===== src/rtl/icsr_pkg.sv =====
// Shared constants and helpers for the interruption context unit.
// Assumes a bundle holds three slots and is 16 bytes wide.
package icsr_pkg;
    localparam int SLOTS_PER_BUNDLE = 3;
    localparam int BUNDLE_BYTES     = 16;
    localparam int BUNDLE_LSB       = 4;

    typedef logic [1:0] slot_t;

    // True when the slot number names an existing slot.
    function automatic logic slot_ok(input slot_t s);
        return (int'(s) < SLOTS_PER_BUNDLE);
    endfunction
endpackage


===== src/rtl/icsr_status.sv =====
// Saved status word register.
// Assumes capture and software write may coincide; capture wins.
module icsr_status #(
    parameter int ST_W = 32
) (
    input  logic            clk,
    input  logic            rst_n,
    input  logic            cap_en,
    input  logic [ST_W-1:0] cap_val,
    input  logic            wr_en,
    input  logic [ST_W-1:0] wr_val,
    output logic [ST_W-1:0] st_q,
    output logic [ST_W-1:0] st_nxt
);
    // Next-state selection: capture over write over hold.
    always_comb begin
        st_nxt = st_q;
        if (cap_en)     st_nxt = cap_val;
        else if (wr_en) st_nxt = wr_val;
    end

    // State register with synchronous clear.
    always_ff @(posedge clk) begin
        if (!rst_n) st_q <= '0;
        else        st_q <= st_nxt;
    end

    AST_STATUS_CAPTURE: assert property (@(posedge clk) disable iff (!rst_n)
        cap_en |=> st_q == $past(cap_val));
endmodule


===== src/rtl/icsr_restart.sv =====
// Saved restart point: bundle-aligned address plus slot number.
// Applies capture or software write first, then a skip on the result.
// Assumes slot values 0..2 are legal; a 3 offered on capture or write is dropped.
module icsr_restart
    import icsr_pkg::*;
#(
    parameter int ADDR_W = 48
) (
    input  logic              clk,
    input  logic              rst_n,
    input  logic              cap_en,
    input  logic [ADDR_W-1:0] cap_ip,
    input  slot_t             cap_slot,
    input  logic              wr_en,
    input  logic [ADDR_W-1:0] wr_ip,
    input  slot_t             wr_slot,
    input  logic              skip_req,
    input  logic              skip_wide,
    output logic [ADDR_W-1:0] ip_q,
    output slot_t             slot_q,
    output logic [ADDR_W-1:0] ip_nxt,
    output slot_t             slot_nxt
);
    localparam logic [ADDR_W-1:0] ALIGN_MASK = ~ADDR_W'(BUNDLE_BYTES - 1);
    localparam logic [ADDR_W-1:0] STEP       = ADDR_W'(BUNDLE_BYTES);
    localparam slot_t             LAST_SLOT  = slot_t'(SLOTS_PER_BUNDLE - 1);

    logic [ADDR_W-1:0] base_ip;
    slot_t             base_slot;
    logic              do_skip;

    // Base point: captured or written value, else the held one.
    always_comb begin
        base_ip   = ip_q;
        base_slot = slot_q;
        if (cap_en) begin
            base_ip = cap_ip & ALIGN_MASK;
            if (slot_ok(cap_slot)) base_slot = cap_slot;
        end else if (wr_en) begin
            base_ip = wr_ip & ALIGN_MASK;
            if (slot_ok(wr_slot)) base_slot = wr_slot;
        end
    end

    assign do_skip = skip_req && !cap_en;

    // Skip advance: wide or last-slot skips move to the next bundle.
    always_comb begin
        ip_nxt   = base_ip;
        slot_nxt = base_slot;
        if (do_skip) begin
            if (skip_wide || base_slot == LAST_SLOT) begin
                slot_nxt = '0;
                ip_nxt   = base_ip + STEP;
            end else begin
                slot_nxt = base_slot + slot_t'(1);
            end
        end
    end

    // State register with synchronous clear.
    always_ff @(posedge clk) begin
        if (!rst_n) begin
            ip_q   <= '0;
            slot_q <= '0;
        end else begin
            ip_q   <= ip_nxt;
            slot_q <= slot_nxt;
        end
    end

    AST_SLOT_LEGAL: assert property (@(posedge clk) disable iff (!rst_n)
        slot_q != 2'd3);
    AST_ADDR_ALIGNED: assert property (@(posedge clk) disable iff (!rst_n)
        ip_q[BUNDLE_LSB-1:0] == '0);
    AST_SLOT_WRAP: assert property (@(posedge clk) disable iff (!rst_n)
        (skip_req && !skip_wide && !cap_en && !wr_en && slot_q == 2'd2)
        |=> (slot_q == 2'd0 && ip_q == $past(ip_q) + STEP));
    AST_SLOT_STEP: assert property (@(posedge clk) disable iff (!rst_n)
        (skip_req && !skip_wide && !cap_en && !wr_en && slot_q < 2'd2)
        |=> (slot_q == $past(slot_q) + 2'd1 && $stable(ip_q)));
    AST_WIDE_SKIP: assert property (@(posedge clk) disable iff (!rst_n)
        (skip_req && skip_wide && !cap_en && !wr_en)
        |=> (slot_q == 2'd0 && ip_q == $past(ip_q) + STEP));
endmodule


===== src/rtl/icsr_frame.sv =====
// Saved frame marker with its valid flag.
// Priority: capture clears valid, then software write, then cover.
module icsr_frame #(
    parameter int FM_W = 38
) (
    input  logic            clk,
    input  logic            rst_n,
    input  logic            cap_en,
    input  logic            cover_en,
    input  logic [FM_W-1:0] live_frame,
    input  logic            wr_en,
    input  logic [FM_W-1:0] wr_val,
    input  logic            wr_vld,
    output logic [FM_W-1:0] fm_q,
    output logic            vld_q,
    output logic [FM_W-1:0] fm_nxt,
    output logic            vld_nxt
);
    // Next-state selection for marker and valid flag.
    always_comb begin
        fm_nxt  = fm_q;
        vld_nxt = vld_q;
        if (cap_en) begin
            vld_nxt = 1'b0;
        end else if (wr_en) begin
            fm_nxt  = wr_val;
            vld_nxt = wr_vld;
        end else if (cover_en) begin
            fm_nxt  = live_frame;
            vld_nxt = 1'b1;
        end
    end

    // State register with synchronous clear.
    always_ff @(posedge clk) begin
        if (!rst_n) begin
            fm_q  <= '0;
            vld_q <= 1'b0;
        end else begin
            fm_q  <= fm_nxt;
            vld_q <= vld_nxt;
        end
    end

    AST_ENTRY_CLEARS_VALID: assert property (@(posedge clk) disable iff (!rst_n)
        cap_en |=> (!vld_q && $stable(fm_q)));
    AST_COVER_RECORDS: assert property (@(posedge clk) disable iff (!rst_n)
        (cover_en && !cap_en && !wr_en)
        |=> (vld_q && fm_q == $past(live_frame)));
endmodule


===== src/rtl/icsr_unit.sv =====
// Top of the interruption context save/restore unit.
// Captures state on entry, accepts handler writes and skip commands,
// and presents restore values on return. Return outputs are combinational
// from the post-update state, so a same-cycle skip is already applied.
module icsr_unit
    import icsr_pkg::*;
#(
    parameter int ST_W   = 32,
    parameter int ADDR_W = 48,
    parameter int FM_W   = 38
) (
    input  logic              clk,
    input  logic              rst_n,
    input  logic              intr_take,
    input  logic [ST_W-1:0]   cur_status,
    input  logic [ADDR_W-1:0] cur_ip,
    input  logic [1:0]        cur_slot,
    input  logic [FM_W-1:0]   cur_frame,
    input  logic              cover_req,
    input  logic              wr_status_en,
    input  logic [ST_W-1:0]   wr_status,
    input  logic              wr_rp_en,
    input  logic [ADDR_W-1:0] wr_rp_ip,
    input  logic [1:0]        wr_rp_slot,
    input  logic              wr_frame_en,
    input  logic [FM_W-1:0]   wr_frame,
    input  logic              wr_frame_vld,
    input  logic              skip_req,
    input  logic              skip_wide,
    input  logic              rfi_req,
    output logic [ST_W-1:0]   sv_status,
    output logic [ADDR_W-1:0] sv_ip,
    output logic [1:0]        sv_slot,
    output logic [FM_W-1:0]   sv_frame,
    output logic              sv_frame_vld,
    output logic              ret_go,
    output logic [ST_W-1:0]   ret_status,
    output logic [ADDR_W-1:0] ret_ip,
    output logic [1:0]        ret_slot,
    output logic              ret_frame_load,
    output logic [FM_W-1:0]   ret_frame
);
    logic [ST_W-1:0]   st_nxt;
    logic [ADDR_W-1:0] ip_nxt;
    slot_t             slot_nxt;
    slot_t             slot_q;
    logic [FM_W-1:0]   fm_nxt;
    logic              vld_nxt;

    icsr_status #(.ST_W(ST_W)) u_status (
        .clk     (clk),
        .rst_n   (rst_n),
        .cap_en  (intr_take),
        .cap_val (cur_status),
        .wr_en   (wr_status_en),
        .wr_val  (wr_status),
        .st_q    (sv_status),
        .st_nxt  (st_nxt)
    );

    icsr_restart #(.ADDR_W(ADDR_W)) u_restart (
        .clk       (clk),
        .rst_n     (rst_n),
        .cap_en    (intr_take),
        .cap_ip    (cur_ip),
        .cap_slot  (cur_slot),
        .wr_en     (wr_rp_en),
        .wr_ip     (wr_rp_ip),
        .wr_slot   (wr_rp_slot),
        .skip_req  (skip_req),
        .skip_wide (skip_wide),
        .ip_q      (sv_ip),
        .slot_q    (slot_q),
        .ip_nxt    (ip_nxt),
        .slot_nxt  (slot_nxt)
    );

    icsr_frame #(.FM_W(FM_W)) u_frame (
        .clk        (clk),
        .rst_n      (rst_n),
        .cap_en     (intr_take),
        .cover_en   (cover_req),
        .live_frame (cur_frame),
        .wr_en      (wr_frame_en),
        .wr_val     (wr_frame),
        .wr_vld     (wr_frame_vld),
        .fm_q       (sv_frame),
        .vld_q      (sv_frame_vld),
        .fm_nxt     (fm_nxt),
        .vld_nxt    (vld_nxt)
    );

    assign sv_slot = slot_q;

    // Restore values: entry suppresses a coincident return.
    always_comb begin
        ret_go         = rfi_req && !intr_take;
        ret_status     = st_nxt;
        ret_ip         = ip_nxt;
        ret_slot       = slot_nxt;
        ret_frame      = fm_nxt;
        ret_frame_load = ret_go && vld_nxt;
    end

    AST_RET_KEEPS_STATE: assert property (@(posedge clk) disable iff (!rst_n)
        (rfi_req && !intr_take && !wr_status_en && !wr_frame_en && !cover_req)
        |=> ($stable(sv_status) && $stable(sv_frame) && $stable(sv_frame_vld)));
    AST_NO_FRAME_WITHOUT_VALID: assert property (@(posedge clk) disable iff (!rst_n)
        (!sv_frame_vld && !wr_frame_en && !cover_req) |-> !ret_frame_load);
endmodule


===== config.mk =====
export PLATFORM = sky130hd
export DESIGN_NAME = icsr_unit
export DESIGN_NICKNAME = d
export VERILOG_FILES = /design/src/rtl/icsr_pkg.sv /design/src/rtl/icsr_status.sv /design/src/rtl/icsr_restart.sv /design/src/rtl/icsr_frame.sv /design/src/rtl/icsr_unit.sv
export SDC_FILE = /design/constraint.sdc
export NUM_CORES = 1
export LEC_CHECK = 0
export BUFFER_PORTS_ARGS = -buffer_cell sky130_fd_sc_hd__buf_2
export CAP_MARGIN = 20
export CORE_AREA = 4 4 190 192
export DETAILED_ROUTE_END_ITERATION = 6
export DIE_AREA = 0 0 194 196
export GPL_TIMING_DRIVEN = 1
export PLACE_DENSITY = 0.48
export SLEW_MARGIN = 20
export SYNTH_ARGS = -nofsm -noshare
export SYNTH_HDL_FRONTEND = slang
export SYNTH_SLANG_ARGS = --single-unit

===== constraint.sdc =====
create_clock -name clk -period 10.41 [get_ports clk]
set_clock_uncertainty 0.2 [all_clocks]
set_input_delay 0.5205 -clock clk [delete_from_list [all_inputs] [get_ports clk]]
set_output_delay 0.5205 -clock clk [all_outputs]
set_load 0.005 [all_outputs]

==> metrics.txt <==
TritonCTS clock tree done; # fillers 3773; Max transition margin 43.4%; # resized after CTS 0; Crit path depth 13; crit path to ret_ip[34]; Setup Buffers After CTS 0; Worst Setup SP wr_rp_en; Worst-Margin Slew 0.849 ns; syn_area_per_cell 8.88 sq um; first-pass GRT wire length 46200 microns; VDD IR max 102 uV; post-route ant nets 0; grt total ovfl 0; Post-Route WL 30300 microns; antenna violations before repair 3; Die Height 196 microns; Syn. warnings 0; clock-pin slew on the worst setup and hold paths 0.06 ns; Top Ports 494; # diodes 0; drt first pass iters 4; gpl congestion 0.896; arrival time worst endpoint 3.98 ns; maximum fanout along the worst path 47; RSZ-0062 raised after global routing false; initial drt markers 213; Syn Nets 1056; Nets 1506; buffers and inverters on the worst path 3; DRT met1 WL 12500 microns; clock sink total 121; Seq cells post-synth 121; Via Count 7620; R2R depth 11; vias in the first global route 7794; residual DRC count 0; hold crit path type in -> reg; WL/cell 17.6 microns; reg2reg end u_restart.ip_q[34]; core area 34400 sq um; chip width 194 microns; status finished clean; DR vias/cell 4.43; Final Critical Period 4.70 ns; largest net degree at the start of global routing 95; final-report hold violation count 0; CP max stage cell buf_4; critical path cell sequence buf_2 > buf_4 > nor2b_1 > o21ai_0 > o21ai_0 > ha_1 > or2_2 > o2111ai_1 > nor3_2 > nand3_2 > nor4b_1 > xnor2_1 > buf_2; critical path class in -> out; port bufs 485; Final Setup Violations 0; post-synth cell types 49; Multi-input gate area 4400 sq um; crit start category input pin; layout cells sized above 1 46.0%; Register Area 2420 sq um; DP HPWL 23700 microns; Achievable Freq 0.213 GHz; Pleak 5.01 nW; total of max-cap violations 0; fin crit share 45.1%; hold buffers post-CTS 0; Root Buffer clkbuf_16; row count 68; Initial Utilization 20.7%; clock latency on the worst-skew pair 0.42 ns; count of pins over their slew limit 0; WHS Path Cells 4; Worst EP required 9.69 ns; H-Tree Depth 4; Cells after Synth 803; critical path's largest stage delay 0.55 ns; WL met3 2270 microns; clock tree buffer depth 2; Worst R2R Setup Slack 7.17 ns; CP Capture Type primary output; die area 38000 sq um; Area growth, synth to finish 46.6%; Seq/Total Area, Yosys 34.0%; overall routing resource usage 15.3%; P per Cell Area 136 nW/um^2; DR WL met2 15000 microns; CP top delay family simple AND/OR/NAND/NOR gates; reg2reg start u_restart.slot_q[0]; Max Used Layer met5; CTS Buf Count 17; TNS Setup 0 ns; Syn Std Cell Area 7130 sq um; Final Power 1.42 mW
==> power by group <==
part	internal, mW	switching [mW]
logic	0.154	0.168
clock network	0.342	0.241
registers	0.494	0.0183
total	0.991	0.428
==> cells in the final DEF, fill, tap and decap left out, types with 5 or more instances in the layout <==
cell,n
nor4_1,10
dfxtp_1,121
nand2_1,49
xor2_1,8
nor2b_1,40
clkbuf_16,17
a21oi_1,43
nor4_2,9
buf_4,6
a22oi_1,37
nor4_4,5
nor3_1,10
and2_1,119
o21ai_0,76
buf_2,483
mux2_1,11
mux2_2,29
xnor2_1,34
mux2i_1,74
clkinvlp_4,5
nor2_1,20
==> worst min path at each step <==
| stage | from | to | slack, ns |
|---|---|---|---|
| 2_1_floorplan | u_restart.ip_q[0] | u_restart.ip_q[0] | 0.29 |
| 3_3_place_gp | u_restart.ip_q[3] | u_restart.ip_q[3] | 0.28 |
| 3_5_place_dp | u_restart.ip_q[2] | u_restart.ip_q[2] | 0.28 |
| 4_1_cts | cur_status[11] | u_status.st_q[11] | 0.20 |
| 5_1_grt | cur_status[11] | u_status.st_q[11] | 0.23 |
| 6_report | cur_status[1] | u_status.st_q[1] | 0.24 |
==> worst register-to-register path, cell delays in order, from the launching register on <==
cell,delay (ns)
dfxtp_1,0.31
inv_1,0.11
a211oi_1,0.09
a21oi_1,0.24
ha_1,0.21
or2_2,0.13
o2111ai_1,0.20
nor3_2,0.41
nand3_2,0.44
nor4b_1,0.50
xnor2_1,0.14
and2_1,0.17
==> through the flow <==
| step | hold WS (ns) | util [%] | worst slack [ns] | instances | area (sq um) |
|---|---|---|---|---|---|
| after floorplan | 0.286 | - | 6.19 | 803 | 7130 |
| after global placement | 0.278 | 28.7 | 5.43 | 1689 | 9880 |
| after detailed placement | 0.282 | 28.7 | 5.42 | 1689 | 9880 |
| after CTS | 0.203 | 30.4 | 5.42 | 1721 | 10500 |
| after global routing | 0.227 | 30.4 | 5.33 | 1721 | 10500 |
| final | 0.239 | 30.4 | 5.71 | 1721 | 10500 |
==> sequential cells by signal (all words and copies together) (netlist names) <==
| signal | flops |
|---|---|
| u_frame.vld_q | 1 |
| u_restart.slot_q | 2 |
| u_frame.fm_q | 38 |
| u_status.st_q | 32 |
| u_restart.ip_q | 48 |
==> cells by family (layout without fill, tap and decap cells) <==
logic type / after synthesis / count (layout) / synth area share (%)
and+or+nand+nor: 295 / 295 / 26.1
AOI/OAI and AO/OA: 165 / 165 / 13.1
DFF: 121 / 121 / 34.0
muxes: 115 / 115 / 16.9
buffers and inverters: 63 / 526 / 4.46
xor gates and xnor gates: 42 / 42 / 5.16
adders and majority gates: 2 / 2 / 0.351
==> synthesized netlist by cell type, drive strengths merged <==
master / n / share of area (%)
or3: 4 / 0.35
nand2: 49 / 2.6
and3: 4 / 0.35
a22oi: 37 / 3.9
nand3: 4 / 0.49
dfxtp: 121 / 34
buf: 21 / 2.2
nand3b: 1 / 0.11
a211oi: 1 / 0.11
nor3: 12 / 0.98
a31o: 1 / 0.12
nand4b: 1 / 0.12
inv: 3 / 0.16
nand2b: 2 / 0.18
nand4: 5 / 0.65
xor2: 8 / 0.98
and2: 119 / 10
ha: 2 / 0.35
o2111ai: 1 / 0.12
clkbuf: 39 / 2.1
o211ai: 1 / 0.11
nor4b: 2 / 0.46
mux2: 40 / 6.3
a21boi: 1 / 0.11
nor2: 20 / 1.1
nor2b: 43 / 3.8
o21ai: 79 / 5.5
nor3b: 2 / 0.28
xnor2: 34 / 4.2
or2: 3 / 0.26
nor4: 24 / 3.9
mux2i: 75 / 11
o21a: 1 / 0.11
a21oi: 43 / 3.0
==> routing by layer <==
metal,up-vias,GRT usage [%]
met2,320,26.6
li1,3717,-
met3,32,5.43
met4,6,4.22
met5,-,0
met1,3545,17.9
==> final cells by class <==
type                       instances  share of cell area (%)
clock buffer                      19                    4.33
clock inverter                    13                    1.16
timing repair buffer             491                    23.8
multi-input combinational        619                    42.0
inverter                           3                   0.108
sequential                       121                    23.2
tap                              455                    5.44
Power figures use the tool's default switching activity.
